$ cat src/rtl/pmb_pkg.sv
`timescale 1ns/1ps
package pmb_pkg;

  localparam int unsigned ADDR_W = 13;

  localparam logic [31:0] CMD_RSVD_MASK = 32'hFA7C_B801;
  localparam int unsigned CMD_WR_BIT    = 1;
  localparam int unsigned CMD_ARRAY_BIT = 2;

  typedef enum logic [2:0] {
    K_BASE, K_CTRL, K_FSTAT, K_FADDR, K_DESC_A, K_DESC_P, K_TCMD, K_TDATA
  } pmb_kind_e;

  typedef enum logic [1:0] {B_IDLE, B_WAIT, B_RESP} bus_st_e;
  typedef enum logic [1:0] {T_IDLE, T_BEAT0, T_BEAT1} eng_st_e;

  // Scatter the command fields into the L1 window address.
  function automatic logic [31:0] pmb_sram_addr(input logic [31:0] base,
                                                input logic [31:0] cmd);
    logic [31:0] a;
    a        = base | (cmd & 32'h0000_47F8);
    a[11]    = a[11] | cmd[26];
    a[21]    = a[21] | cmd[24];
    a[15]    = a[15] | cmd[23];
    a[13:12] = a[13:12] | cmd[17:16];
    return a;
  endfunction

endpackage

$ cat src/rtl/pmb_decode.sv
`timescale 1ns/1ps
module pmb_decode
  import pmb_pkg::*;
#(
  parameter int N_DESC = 16,
  parameter int IDX_W  = 4
) (
  input  logic [ADDR_W-1:0] off,
  output logic              hit,
  output logic              side,
  output pmb_kind_e         kind,
  output logic [IDX_W-1:0]  idx
);

  logic [11:0] sub;
  logic [5:0]  word;

  assign sub  = off[11:0];
  assign word = sub[7:2];
  assign side = off[ADDR_W-1];

  always_comb begin
    hit  = 1'b0;
    kind = K_BASE;
    idx  = '0;
    if (off[1:0] == 2'b00) begin
      unique case (sub[11:8])
        4'h0: if (sub[7:4] == 4'h0) begin
          hit = 1'b1;
          case (sub[3:2])
            2'd0:    kind = K_BASE;
            2'd1:    kind = K_CTRL;
            2'd2:    kind = K_FSTAT;
            default: kind = K_FADDR;
          endcase
        end
        4'h1: if (int'(word) < N_DESC) begin
          hit  = 1'b1;
          kind = K_DESC_A;
          idx  = word[IDX_W-1:0];
        end
        4'h2: if (int'(word) < N_DESC) begin
          hit  = 1'b1;
          kind = K_DESC_P;
          idx  = word[IDX_W-1:0];
        end
        4'h3: if (word == 6'd0) begin
          hit  = 1'b1;
          kind = K_TCMD;
        end
        4'h4: if (word[5:1] == 5'd0) begin
          hit  = 1'b1;
          kind = K_TDATA;
          idx  = IDX_W'(word[0]);
        end
        default: hit = 1'b0;
      endcase
    end
  end

endmodule

$ cat src/rtl/pmb_side_regs.sv
`timescale 1ns/1ps
module pmb_side_regs
  import pmb_pkg::*;
#(
  parameter int          N_DESC   = 16,
  parameter int          IDX_W    = 4,
  parameter logic [31:0] CTRL_RST = 32'h0000_0001
) (
  input  logic             clk,
  input  logic             rst_n,
  input  logic             wr_en,
  input  pmb_kind_e        kind,
  input  logic [IDX_W-1:0] idx,
  input  logic [31:0]      wdata,
  input  logic [1:0]       ld_en,
  input  logic [31:0]      ld_data,
  output logic [31:0]      rd_word,
  output logic [63:0]      td_pair
);

  logic        ctrl_en;
  logic [31:0] ctrl_q;
  logic [31:0] adr_q [N_DESC];
  logic [31:0] atr_q [N_DESC];
  logic [1:0]        td_en;
  logic [1:0][31:0]  td_d;
  logic [1:0][31:0]  td_q;

  assign ctrl_en = wr_en && (kind == K_CTRL);

  always_ff @(posedge clk or negedge rst_n) begin
    if (!rst_n)       ctrl_q <= CTRL_RST;
    else if (ctrl_en) ctrl_q <= wdata;
  end

  for (genvar i = 0; i < N_DESC; i++) begin : g_desc
    logic a_en, p_en;
    assign a_en = wr_en && (kind == K_DESC_A) && (idx == IDX_W'(i));
    assign p_en = wr_en && (kind == K_DESC_P) && (idx == IDX_W'(i));
    always_ff @(posedge clk or negedge rst_n) begin
      if (!rst_n)    adr_q[i] <= '0;
      else if (a_en) adr_q[i] <= wdata;
    end
    always_ff @(posedge clk or negedge rst_n) begin
      if (!rst_n)    atr_q[i] <= '0;
      else if (p_en) atr_q[i] <= wdata;
    end
  end

  for (genvar j = 0; j < 2; j++) begin : g_td
    always_comb begin
      td_en[j] = ld_en[j] || (wr_en && (kind == K_TDATA) && (idx[0] == 1'(j)));
      td_d[j]  = ld_en[j] ? ld_data : wdata;
    end
    always_ff @(posedge clk or negedge rst_n) begin
      if (!rst_n)        td_q[j] <= '0;
      else if (td_en[j]) td_q[j] <= td_d[j];
    end
  end

  always_comb begin
    case (kind)
      K_CTRL:   rd_word = ctrl_q;
      K_DESC_A: rd_word = adr_q[idx];
      K_DESC_P: rd_word = atr_q[idx];
      default:  rd_word = '0;
    endcase
  end

  assign td_pair = {td_q[1], td_q[0]};

endmodule

$ cat src/rtl/pmb_test_engine.sv
`timescale 1ns/1ps
module pmb_test_engine
  import pmb_pkg::*;
(
  input  logic        clk,
  input  logic        rst_n,
  input  logic        start,
  input  logic        start_we,
  input  logic [31:0] start_addr,
  input  logic [63:0] wd_pair,
  input  logic        sram_ack,
  input  logic [31:0] sram_rdata,
  output logic        sram_req,
  output logic        sram_we,
  output logic [31:0] sram_addr,
  output logic [31:0] sram_wdata,
  output logic [1:0]  ld_en,
  output logic [31:0] ld_data,
  output logic        done
);

  eng_st_e     st_q, st_d;
  logic        cap_en;
  logic [31:0] addr_q;
  logic        we_q;

  always_comb begin
    st_d = st_q;
    case (st_q)
      T_IDLE:  if (start)    st_d = T_BEAT0;
      T_BEAT0: if (sram_ack) st_d = T_BEAT1;
      T_BEAT1: if (sram_ack) st_d = T_IDLE;
      default:               st_d = T_IDLE;
    endcase
  end

  assign cap_en = start && (st_q == T_IDLE);

  always_ff @(posedge clk or negedge rst_n) begin
    if (!rst_n) st_q <= T_IDLE;
    else        st_q <= st_d;
  end

  always_ff @(posedge clk or negedge rst_n) begin
    if (!rst_n) begin
      addr_q <= '0;
      we_q   <= 1'b0;
    end else if (cap_en) begin
      addr_q <= start_addr;
      we_q   <= start_we;
    end
  end

  assign sram_req   = (st_q != T_IDLE);
  assign sram_we    = we_q;
  assign sram_addr  = addr_q | {29'd0, (st_q == T_BEAT1), 2'b00};
  assign sram_wdata = (st_q == T_BEAT1) ? wd_pair[63:32] : wd_pair[31:0];
  assign ld_en[0]   = (st_q == T_BEAT0) && sram_ack && !we_q;
  assign ld_en[1]   = (st_q == T_BEAT1) && sram_ack && !we_q;
  assign ld_data    = sram_rdata;
  assign done       = (st_q == T_BEAT1) && sram_ack;

endmodule

$ cat src/rtl/prot_mmr_bank.sv
`timescale 1ns/1ps
module prot_mmr_bank
  import pmb_pkg::*;
#(
  parameter int          N_DESC    = 16,
  parameter logic [31:0] SRAM_BASE = 32'hFF80_0000,
  parameter logic [31:0] CTRL_RST  = 32'h0000_0001
) (
  input  logic              clk,
  input  logic              rst_n,
  input  logic              bus_req,
  input  logic              bus_we,
  input  logic [1:0]        bus_size,
  input  logic [ADDR_W-1:0] bus_addr,
  input  logic [31:0]       bus_wdata,
  output logic              bus_done,
  output logic              bus_err,
  output logic [31:0]       bus_rdata,
  output logic              sram_req,
  output logic              sram_we,
  output logic [31:0]       sram_addr,
  output logic [31:0]       sram_wdata,
  input  logic              sram_ack,
  input  logic [31:0]       sram_rdata,
  output logic              cmd_undef,
  output logic              cmd_unsup
);

  localparam int IDX_W = (N_DESC > 1) ? $clog2(N_DESC) : 1;

  bus_st_e          st_q, st_d;
  logic             dec_hit, dec_side;
  pmb_kind_e        dec_kind;
  logic [IDX_W-1:0] dec_idx;

  logic             accept, acc_ok, wr_ok;
  logic             dcmd_wr, icmd_wr, cmd_nz, cmd_rsvd, cmd_tag;
  logic             eng_start, eng_done;
  logic [1:0]       eng_ld;
  logic [31:0]      eng_ld_data;

  logic [31:0]      dcmd_q;
  logic [31:0]      rd_val, rdata_d, rdata_q;
  logic             err_d, err_q, undef_d, undef_q, unsup_d, unsup_q;

  logic [31:0]      side_rd [2];
  logic [63:0]      side_td [2];

  pmb_decode #(.N_DESC(N_DESC), .IDX_W(IDX_W)) i_decode (
    .off (bus_addr),
    .hit (dec_hit),
    .side(dec_side),
    .kind(dec_kind),
    .idx (dec_idx)
  );

  assign accept  = (st_q == B_IDLE) && bus_req;
  assign acc_ok  = (bus_size == 2'd2) && dec_hit;
  assign wr_ok   = accept && acc_ok && bus_we;
  assign dcmd_wr = wr_ok && !dec_side && (dec_kind == K_TCMD);
  assign icmd_wr = wr_ok &&  dec_side && (dec_kind == K_TCMD);
  assign cmd_nz   = |bus_wdata;
  assign cmd_rsvd = |(bus_wdata & CMD_RSVD_MASK);
  assign cmd_tag  = !bus_wdata[CMD_ARRAY_BIT];
  assign eng_start = dcmd_wr && cmd_nz && !cmd_rsvd && !cmd_tag;

  for (genvar g = 0; g < 2; g++) begin : g_side
    logic       s_wr;
    logic [1:0] s_ld;
    assign s_wr = wr_ok && (dec_side == 1'(g));
    assign s_ld = (g == 0) ? eng_ld : 2'b00;
    pmb_side_regs #(.N_DESC(N_DESC), .IDX_W(IDX_W), .CTRL_RST(CTRL_RST)) i_side (
      .clk    (clk),
      .rst_n  (rst_n),
      .wr_en  (s_wr),
      .kind   (dec_kind),
      .idx    (dec_idx),
      .wdata  (bus_wdata),
      .ld_en  (s_ld),
      .ld_data(eng_ld_data),
      .rd_word(side_rd[g]),
      .td_pair(side_td[g])
    );
  end

  pmb_test_engine i_engine (
    .clk       (clk),
    .rst_n     (rst_n),
    .start     (eng_start),
    .start_we  (bus_wdata[CMD_WR_BIT]),
    .start_addr(pmb_sram_addr(SRAM_BASE, bus_wdata)),
    .wd_pair   (side_td[0]),
    .sram_ack  (sram_ack),
    .sram_rdata(sram_rdata),
    .sram_req  (sram_req),
    .sram_we   (sram_we),
    .sram_addr (sram_addr),
    .sram_wdata(sram_wdata),
    .ld_en     (eng_ld),
    .ld_data   (eng_ld_data),
    .done      (eng_done)
  );

  // Read mux for the words not held in the side register files.
  always_comb begin
    case (dec_kind)
      K_BASE:  rd_val = dec_side ? 32'd0 : SRAM_BASE;
      K_FSTAT: rd_val = 32'd0;
      K_FADDR: rd_val = 32'd0;
      K_TCMD:  rd_val = dec_side ? 32'd0 : dcmd_q;
      K_TDATA: rd_val = dec_idx[0] ? side_td[dec_side][63:32] : side_td[dec_side][31:0];
      default: rd_val = side_rd[dec_side];
    endcase
  end

  always_comb begin
    st_d    = st_q;
    rdata_d = (acc_ok && !bus_we) ? rd_val : 32'd0;
    err_d   = !acc_ok;
    undef_d = dcmd_wr && cmd_nz && cmd_rsvd;
    unsup_d = (dcmd_wr && cmd_nz && cmd_tag) || (icmd_wr && cmd_nz);
    case (st_q)
      B_IDLE: if (bus_req)  st_d = eng_start ? B_WAIT : B_RESP;
      B_WAIT: if (eng_done) st_d = B_RESP;
      B_RESP:               st_d = B_IDLE;
      default:              st_d = B_IDLE;
    endcase
  end

  always_ff @(posedge clk or negedge rst_n) begin
    if (!rst_n) st_q <= B_IDLE;
    else        st_q <= st_d;
  end

  always_ff @(posedge clk or negedge rst_n) begin
    if (!rst_n) begin
      rdata_q <= '0;
      err_q   <= 1'b0;
    end else if (accept) begin
      rdata_q <= rdata_d;
      err_q   <= err_d;
    end
  end

  always_ff @(posedge clk or negedge rst_n) begin
    if (!rst_n) begin
      undef_q <= 1'b0;
      unsup_q <= 1'b0;
    end else begin
      undef_q <= undef_d;
      unsup_q <= unsup_d;
    end
  end

  always_ff @(posedge clk or negedge rst_n) begin
    if (!rst_n)       dcmd_q <= '0;
    else if (dcmd_wr) dcmd_q <= bus_wdata;
  end

  assign bus_done  = (st_q == B_RESP);
  assign bus_err   = err_q;
  assign bus_rdata = rdata_q;
  assign cmd_undef = undef_q;
  assign cmd_unsup = unsup_q;

endmodule

$ cat config.mk
export PLATFORM = sky130hd
export DESIGN_NAME = prot_mmr_bank
export DESIGN_NICKNAME = d
export VERILOG_FILES = /design/src/rtl/pmb_pkg.sv /design/src/rtl/pmb_decode.sv /design/src/rtl/pmb_side_regs.sv /design/src/rtl/pmb_test_engine.sv /design/src/rtl/prot_mmr_bank.sv
export SDC_FILE = /design/constraint.sdc
export NUM_CORES = 2
export LEC_CHECK = 0
export CAP_MARGIN = 20
export CORE_ASPECT_RATIO = 1.1
export CORE_UTILIZATION = 51
export DETAILED_ROUTE_END_ITERATION = 16
export DONT_BUFFER_PORTS = 1
export PLACE_DENSITY = 0.65
export SLEW_MARGIN = 20
export SYNTH_ARGS = -nofsm -noshare
export SYNTH_HDL_FRONTEND = slang
export SYNTH_SLANG_ARGS = --single-unit
$ cat constraint.sdc
create_clock -name clk -period 5.8 [get_ports clk]
set_clock_uncertainty 0.1 [all_clocks]
set_input_delay 0.29 -clock clk [delete_from_list [all_inputs] [get_ports clk]]
set_output_delay 0.29 -clock clk [all_outputs]
set_load 0.01 [all_outputs]
[After elaboration in Yosys (flattened, before gate mapping)]
Cells that the tools add are included.
Word-level totals
  register bits after elaboration: 2327
  input port bits: 84
  output and inout port bits: 102
  logic and storage cells: 302
Operators by class
  order comparisons: 3
  eq/ne operators: 38
  multiplexer cells: 54
  bitwise operators: 5
  reduce and logical (&&, ||, !) cells: 123
Operator list (count)
  2-to-1 mux 32 bit: 18
  binary-select mux 32 bit (select 4 bit): 4
  2-to-1 mux 64 bit: 3
  one-hot mux 32 bit (3 select lines): 2
  one-hot mux 32 bit (4 select lines): 1
  logical AND 1 bit: 97
  == test 4 bit (second input constant): 8
  bitwise OR 32 x 3 -> 32 bit: 1
  OR reduction 32 bit: 1
  == test 4 x 3 -> 1 bit (second input constant): 5
  2-to-1 mux 3 bit: 6
  == test 4 x 2 -> 1 bit (second input constant): 4
  OR reduction 16 bit: 1
  one-hot mux 3 bit (5 select lines): 1
  == test 3 bit (second input constant): 4
  zero test 4 bit: 3
  2-to-1 mux 2 bit: 6
  one-hot mux 2 bit (3 select lines): 2
  inequality test 2 bit (second input constant): 5
  == test 2 bit (second input constant): 4
  == test 4 x 1 -> 1 bit (second input constant): 2
  zero test 2 bit: 4
  2-to-1 mux 4 bit: 2
  one-hot mux 4 bit (2 select lines): 1
  other kinds (21): 38

[Longest topological paths before layout]
  word-level depth: 15
  gate-level depth with buffers: 15
  mapped depth without buffers: 8

[Cells and area by module]
From an unflattened synthesis, not the netlist that was laid out.
Second synthesis, totals
  cells, all modules: 7332
  area, all modules: 108237.6 um^2
Modules (own cells, without submodules)
  pmb_side_regs at g_side[1].i_side: times used 1, cells each 3331, area an instance 50602.3 um^2, sequential area each 28028.1 um^2
  pmb_side_regs at g_side[0].i_side: times used 1, cells each 3339, area an instance 50465.9 um^2, sequential area each 28028.1 um^2
  prot_mmr_bank: times used 1, cells each 449, area an instance 4633.2 um^2, sequential area each 1726.7 um^2
  pmb_test_engine: times used 1, cells each 183, area an instance 2346.0 um^2, sequential area each 875.8 um^2
  pmb_decode: times used 1, cells each 30, area an instance 190.2 um^2, sequential area each 0.0 um^2

[Worst setup path after synthesis]
Ideal clock, no wire load.
  path type: input -> register
  from: input bus_addr[11]
  to: register rdata_q[23] (netlist: bus_rdata[23])
  setup time: 0.125 ns
  arrival: 3.047 ns
  setup slack: 2.528 ns
  cell stages on the path: 10
  buffers on the path: 2
  cells stage by stage: buf_2 or3_4 or4_4 a211oi_4 buf_4 mux4_2 a221oi_1 nor2_1 a21oi_1 nor3_1
Between the ends
  word-level cells in the longest chain between the ends: 14
  elaborated cells between the ends (all ways): 44
  classes of those cells: eq/ne: 11; mux: 26; bitwise: 1; reduce/logical: 6
Ends and longest elaborated chain
  start: declaration: RTL line prot_mmr_bank.sv:14  | input logic [ADDR_W-1:0] bus_addr,
  == test 4 x 1 -> 1 bit or == test 4 x 2 -> 1 bit (tied branches): RTL line pmb_decode.sv:27  | unique case (sub[11:8])
  OR reduction 2 bit (no source line)
  one-hot mux 4 bit (2 select lines): RTL line pmb_decode.sv:27
  2-to-1 mux 4 bit: RTL line pmb_decode.sv:26  | if (off[1:0] == 2'b00) begin
  NOT 4 -> 5 bit (implied by the code): RTL line pmb_side_regs.sv:64, pmb_side_regs.sv:65
  binary-select mux 32 bit (select 4 bit), on equally long branches: RTL line pmb_side_regs.sv:65, pmb_side_regs.sv:64
  2-to-1 mux 32 bit, on equally long branches (2 in a row): RTL line pmb_side_regs.sv:65, pmb_side_regs.sv:64
  one-hot mux 32 bit (3 select lines): RTL line pmb_side_regs.sv:62  | case (kind)
  2-to-1 mux 32 bit (implied by the code) (3 in a row): RTL line prot_mmr_bank.sv:112  | default: rd_val = side_rd[dec_side];
  one-hot mux 32 bit (4 select lines): RTL line prot_mmr_bank.sv:106  | case (dec_kind)
  2-to-1 mux 32 bit (*): RTL line prot_mmr_bank.sv:118  | rdata_d = (acc_ok && !bus_we) ? rd_val : 32'd0;
  end signal: assignment: RTL line prot_mmr_bank.sv:140  | rdata_q <= rdata_d;
  end: declaration: RTL line prot_mmr_bank.sv:43  | logic [31:0] rd_val, rdata_d, rdata_q;
Mark *: on every way between the ends. The rest lies on a longest branch, timed or not. The select of a mux whose other input is x is not followed.
A chain may end at the register's enable or synchronous reset.

[Worst setup path after layout]
  from: register st_q[0]
  to: register i_engine.addr_q[10]
Between the ends
  word-level cells in the longest chain between the ends: 10
Ends and longest elaborated chain
  start: declaration: RTL line prot_mmr_bank.sv:31  | bus_st_e st_q, st_d;
  start signal: assignment: RTL line prot_mmr_bank.sv:132  | else st_q <= st_d;
  zero test 2 bit: RTL line prot_mmr_bank.sv:57  | assign accept = (st_q == B_IDLE) && bus_req;
  logical AND 1 bit: RTL line prot_mmr_bank.sv:57
  logical AND 1 bit (2 in a row): RTL line prot_mmr_bank.sv:59  | assign wr_ok = accept && acc_ok && bus_we;
  logical AND 1 bit (2 in a row): RTL line prot_mmr_bank.sv:60  | assign dcmd_wr = wr_ok && !dec_side && (dec_kind == K_TCMD);
  logical AND 1 bit (3 in a row): RTL line prot_mmr_bank.sv:65  | assign eng_start = dcmd_wr && cmd_nz && !cmd_rsvd && !cmd_tag;
  logical AND 1 bit: RTL line pmb_test_engine.sv:37  | assign cap_en = start && (st_q == T_IDLE);
  end signal: assignment: RTL line pmb_test_engine.sv:49  | addr_q <= start_addr;
  end: declaration: RTL line pmb_test_engine.sv:24  | logic [31:0] addr_q;
No other way between the ends.

==> impl_results.md <==
* Run status: complete, but fails checks
* Violated checks: hold timing
* Setup crit start: st_q[0]
* Overall overflow remaining after global route at 0
* Via count of the first global-routing pass at 76,992
* Arrival time reported for the critical path endpoint at 6.17 ns
* Share of cells above drive strength 1 at around 37%
* Clock-pin slew reported for the worst setup and hold paths after clock tree synthesis at around 0.060 ns
* Die X-Extent at roughly 440 um
* Achievable Freq at 181.7 MHz
* Placed insts at 10,538
* Worst Path Required at approximately 6.5 ns
* Post-synthesis instance area at 105,200 um^2
* Number of maximum-capacitance constraint violations at 0
* First drt pass iteration count at 8
* Placed inst area at 108,900 um^2
* Number of buffers added by the clock tree synthesis step at between 200 and 250
* Worst reg2reg endpoint: i_engine.addr_q[10]
* Slew at the pin closest to its max-slew limit at 1.246 ns
* Max_slew headroom at between 10% and 20%
* Clk root buf: clkbuf_16
* Smallest hold slack at -0.0003855 ns
* Setup Fix Bufs, Post-CTS at 0
* Register area at between 50,000 and 60,000 um^2
* Antenna violations before repair at 47
* Die area at 208,100 um^2
* Post-Syn Instances at 8,347
* Minimum period implied by the final worst setup slack at 5.505 ns
* Register-to-register setup slack at 0.30 ns
* Fin crit share at approximately 95%
* DRC violation count after routing at 0
* DRC marker count from the first detailed-route iteration at between 9,000 and 10,000
* Synthesized area divided by synthesized cell count at between 10 and 15 um^2
* Setup repair after global routing missed its margin: no
* EDFF count, synth at 0
* Top post-synthesis cells by count: dfrtp_1, mux2_2, nand2_1
* HPWL reported at the end of detailed placement at ~240,000 um
* Final-report hold violation count at 1
* Average routed wire per standard cell at 36.52 um
* Routed vias/inst at between 6 and 7
* Final setup violation count at 0
* Area of combinational cells with multiple inputs at 44,100 um^2
* YS warnings at 0
* Cells resized by post-CTS repair at 0
* Peak ir drop on the vdd network at 0.2666 mV
* Reg-to-Reg Start: st_q[0]
* Layout overhead on the synthesized area at 13.01%
* Startpoint type of the worst setup path: flip-flop
* Yosys top cell area share at 55.31%
* Fill count at 16,391
* Number of nets still failing antenna checks after routing at 0
* Slew Viols, Final at 0
* Clock latency reported for the late side of the worst-skew pair at slightly above 0.9 ns
* Vertical die dimension at 478.3 um
* Hold WC Path Type: in -> async
* Global-route wire length before repair at slightly below 600,000 um
* Number of top-level pins at 186
* Number of buffers inserted by hold repair at cts at 146
* Global placement routability congestion at 1.028
* Register bit count reported by yosys at 2,327
* CTS tree: done
* Core region area at between 200,000 and 250,000 um^2
* Top FF cell, synth: dfrtp_1
* Final design area excluding fillers at about 120,000 um^2
* Unique cell type count in the Yosys netlist at 90
* Std-Cell Rows at ~170
* Post-route non-filler standard cell count at 11,134
* GRT Resource Usage Total at 38.76%
* Cell taking the most area after synthesis: dfrtp_1
* Worst r2r path cells at 10
* Wire length reported by the detailed router at 406,600 um
* Synth async-reset ratio at 100.0%
* Summed negative setup slack over all endpoints at 0 ns
* Clock tree buffer depth at 3
* Most frequent cell after synthesis: dfrtp_1
* Largest net degree at the start of global routing at 215
* Worst setup EP type: flip-flop
* Sequential-to-total area share from yosys stat at 55.36%
* Initial Util at 51.40%
* Clock sink count at ~2,300
* Main area contributors after synthesis: dfrtp_1, mux2_2, o22ai_1
* H-tree depth at 4
* Detailed-route via count at 77,387
* # nets final at 8,273
* Quantity of I/O buffers inserted on ports at 0
* CP Class: reg -> reg
* Largest fanout on the critical path at 35
* P per Cell Area at roughly 280 nW/um^2
* Static leakage at approximately 57 nW
logic make-up after synthesis:
kind of cell | share of synthesized area [%]
muxes | 26.20
and+or+nand+nor | 5.906
buffers and inverters | 3.448
other | 0.003565
xor gates and xnor gates | 0.03331
DFF | 55.36
AOI/OAI and AO/OA | 9.046
through the flow:
step / utilization, % / setup slack [ns] / power (W)
6_report: 58.09 / 0.2955 / 0.03298
5_1_grt: 58.07 / 0.2688 / 0.03374
4_1_cts: 58.02 / 0.4120 / 0.03303
3_5_place_dp: 53.20 / 0.9667 / 0.01721
3_3_place_gp: 53.10 / 1.061 / 0.01718
2_1_floorplan: - / 2.528 / 0.01690
critical path: stages, from the launching register on:
cell	delay, ns
dfrtp_1	0.41
nor2_1	0.73
nand2_4	0.08
nor4_1	0.46
o211ai_1	0.47
nand2b_2	0.32
buf_4	0.32
or3_1	0.56
nor2_2	0.90
mux2_2	0.43
dlygate4sd3_1	0.57
area by class of cell:
type	instances	share of cell area (%)
Sequential cell	2327	48.99
Multi-Input combinational cell	5165	37.10
Clock buffer	347	5.849
Timing Repair Buffer	456	4.355
Tap cell	2728	2.871
Clock inverter	71	0.7441
Antenna cell	30	0.06315
Inverter	10	0.03158
worst max path at each step:
stage                                to  depth (start not counted)
CTS                  i_engine.addr_q[7]                         10
global placement    i_engine.addr_q[12]                          9
global route        i_engine.addr_q[10]                         10
detailed placement  i_engine.addr_q[13]                          9
floorplan                 bus_rdata[23]                         10
finish              i_engine.addr_q[10]                         10
flip-flops by register name, summed over array words and instances, names as in the netlist, 2 cells and up:
name,flops
i_engine.st_q,2
bus_rdata,32
g_side.i_side.td_pair,128
i_engine.addr_q,15
dcmd_q,32
g_side.i_side.adr_q,1024
st_q,2
g_side.i_side.atr_q,1024
g_side.i_side.ctrl_q,64
placed cells by master (no fill, tap or decap), types with 20 or more instances in the layout:
| cell type | synthesis | layout |
|---|---|---|
| buf_12 | 0 | 36 |
| a222oi_1 | 20 | 20 |
| nand2_2 | 0 | 31 |
| clkinv_2 | 0 | 43 |
| or3_1 | 34 | 34 |
| nor3_1 | 95 | 88 |
| clkbuf_16 | 0 | 236 |
| buf_16 | 0 | 51 |
| mux4_2 | 35 | 35 |
| dlygate4sd3_1 | 0 | 113 |
| diode_2 | 0 | 30 |
| nand2_1 | 529 | 494 |
| mux2_2 | 2217 | 2217 |
| clkbuf_8 | 0 | 63 |
| mux2i_1 | 127 | 127 |
| clkbuf_1 | 507 | 48 |
| o21ai_0 | 251 | 249 |
| a31oi_1 | 46 | 43 |
| mux2_1 | 48 | 48 |
| a221oi_1 | 69 | 69 |
| nor4_1 | 43 | 37 |
| o22a_1 | 50 | 50 |
| o221ai_1 | 91 | 90 |
| buf_4 | 25 | 255 |
| and3_1 | 31 | 31 |
| nor2_1 | 312 | 291 |
| o31ai_1 | 28 | 28 |
| a211oi_1 | 47 | 45 |
| a22oi_1 | 33 | 33 |
| nor2_4 | 0 | 37 |
| nand3_1 | 138 | 121 |
| o22ai_1 | 427 | 427 |
| nand4_1 | 66 | 66 |
| a21oi_1 | 96 | 95 |
| o211ai_1 | 24 | 24 |
| dfrtp_1 | 2325 | 2325 |
report_power, final:
part / total [W] / leakage (nW) / switching (W) / internal [W]
Combinational: 0.00116 / 20.7 / 0.000937 / 0.000227
Sequential: 0.0162 / 32.5 / 0.000000655 / 0.0162
Clock: 0.0156 / 3.89 / 0.00656 / 0.00902
metal layers:
| layer | up-vias | part of all wire [%] | wire, um | global-route usage, % |
|---|---|---|---|---|
| met1 | 40358 | 36 | 147800 | 48.09 |
| li1 | 30438 | - | - | - |
| met3 | 1566 | 12 | 49320 | 13.28 |
| met5 | - | 0.071 | 287 | 0.3687 |
| met2 | 4989 | 44 | 176900 | 57.25 |
| met4 | 36 | 7.9 | 32290 | 26.05 |
No activity file was read; power rests on OpenSTA's default activity.
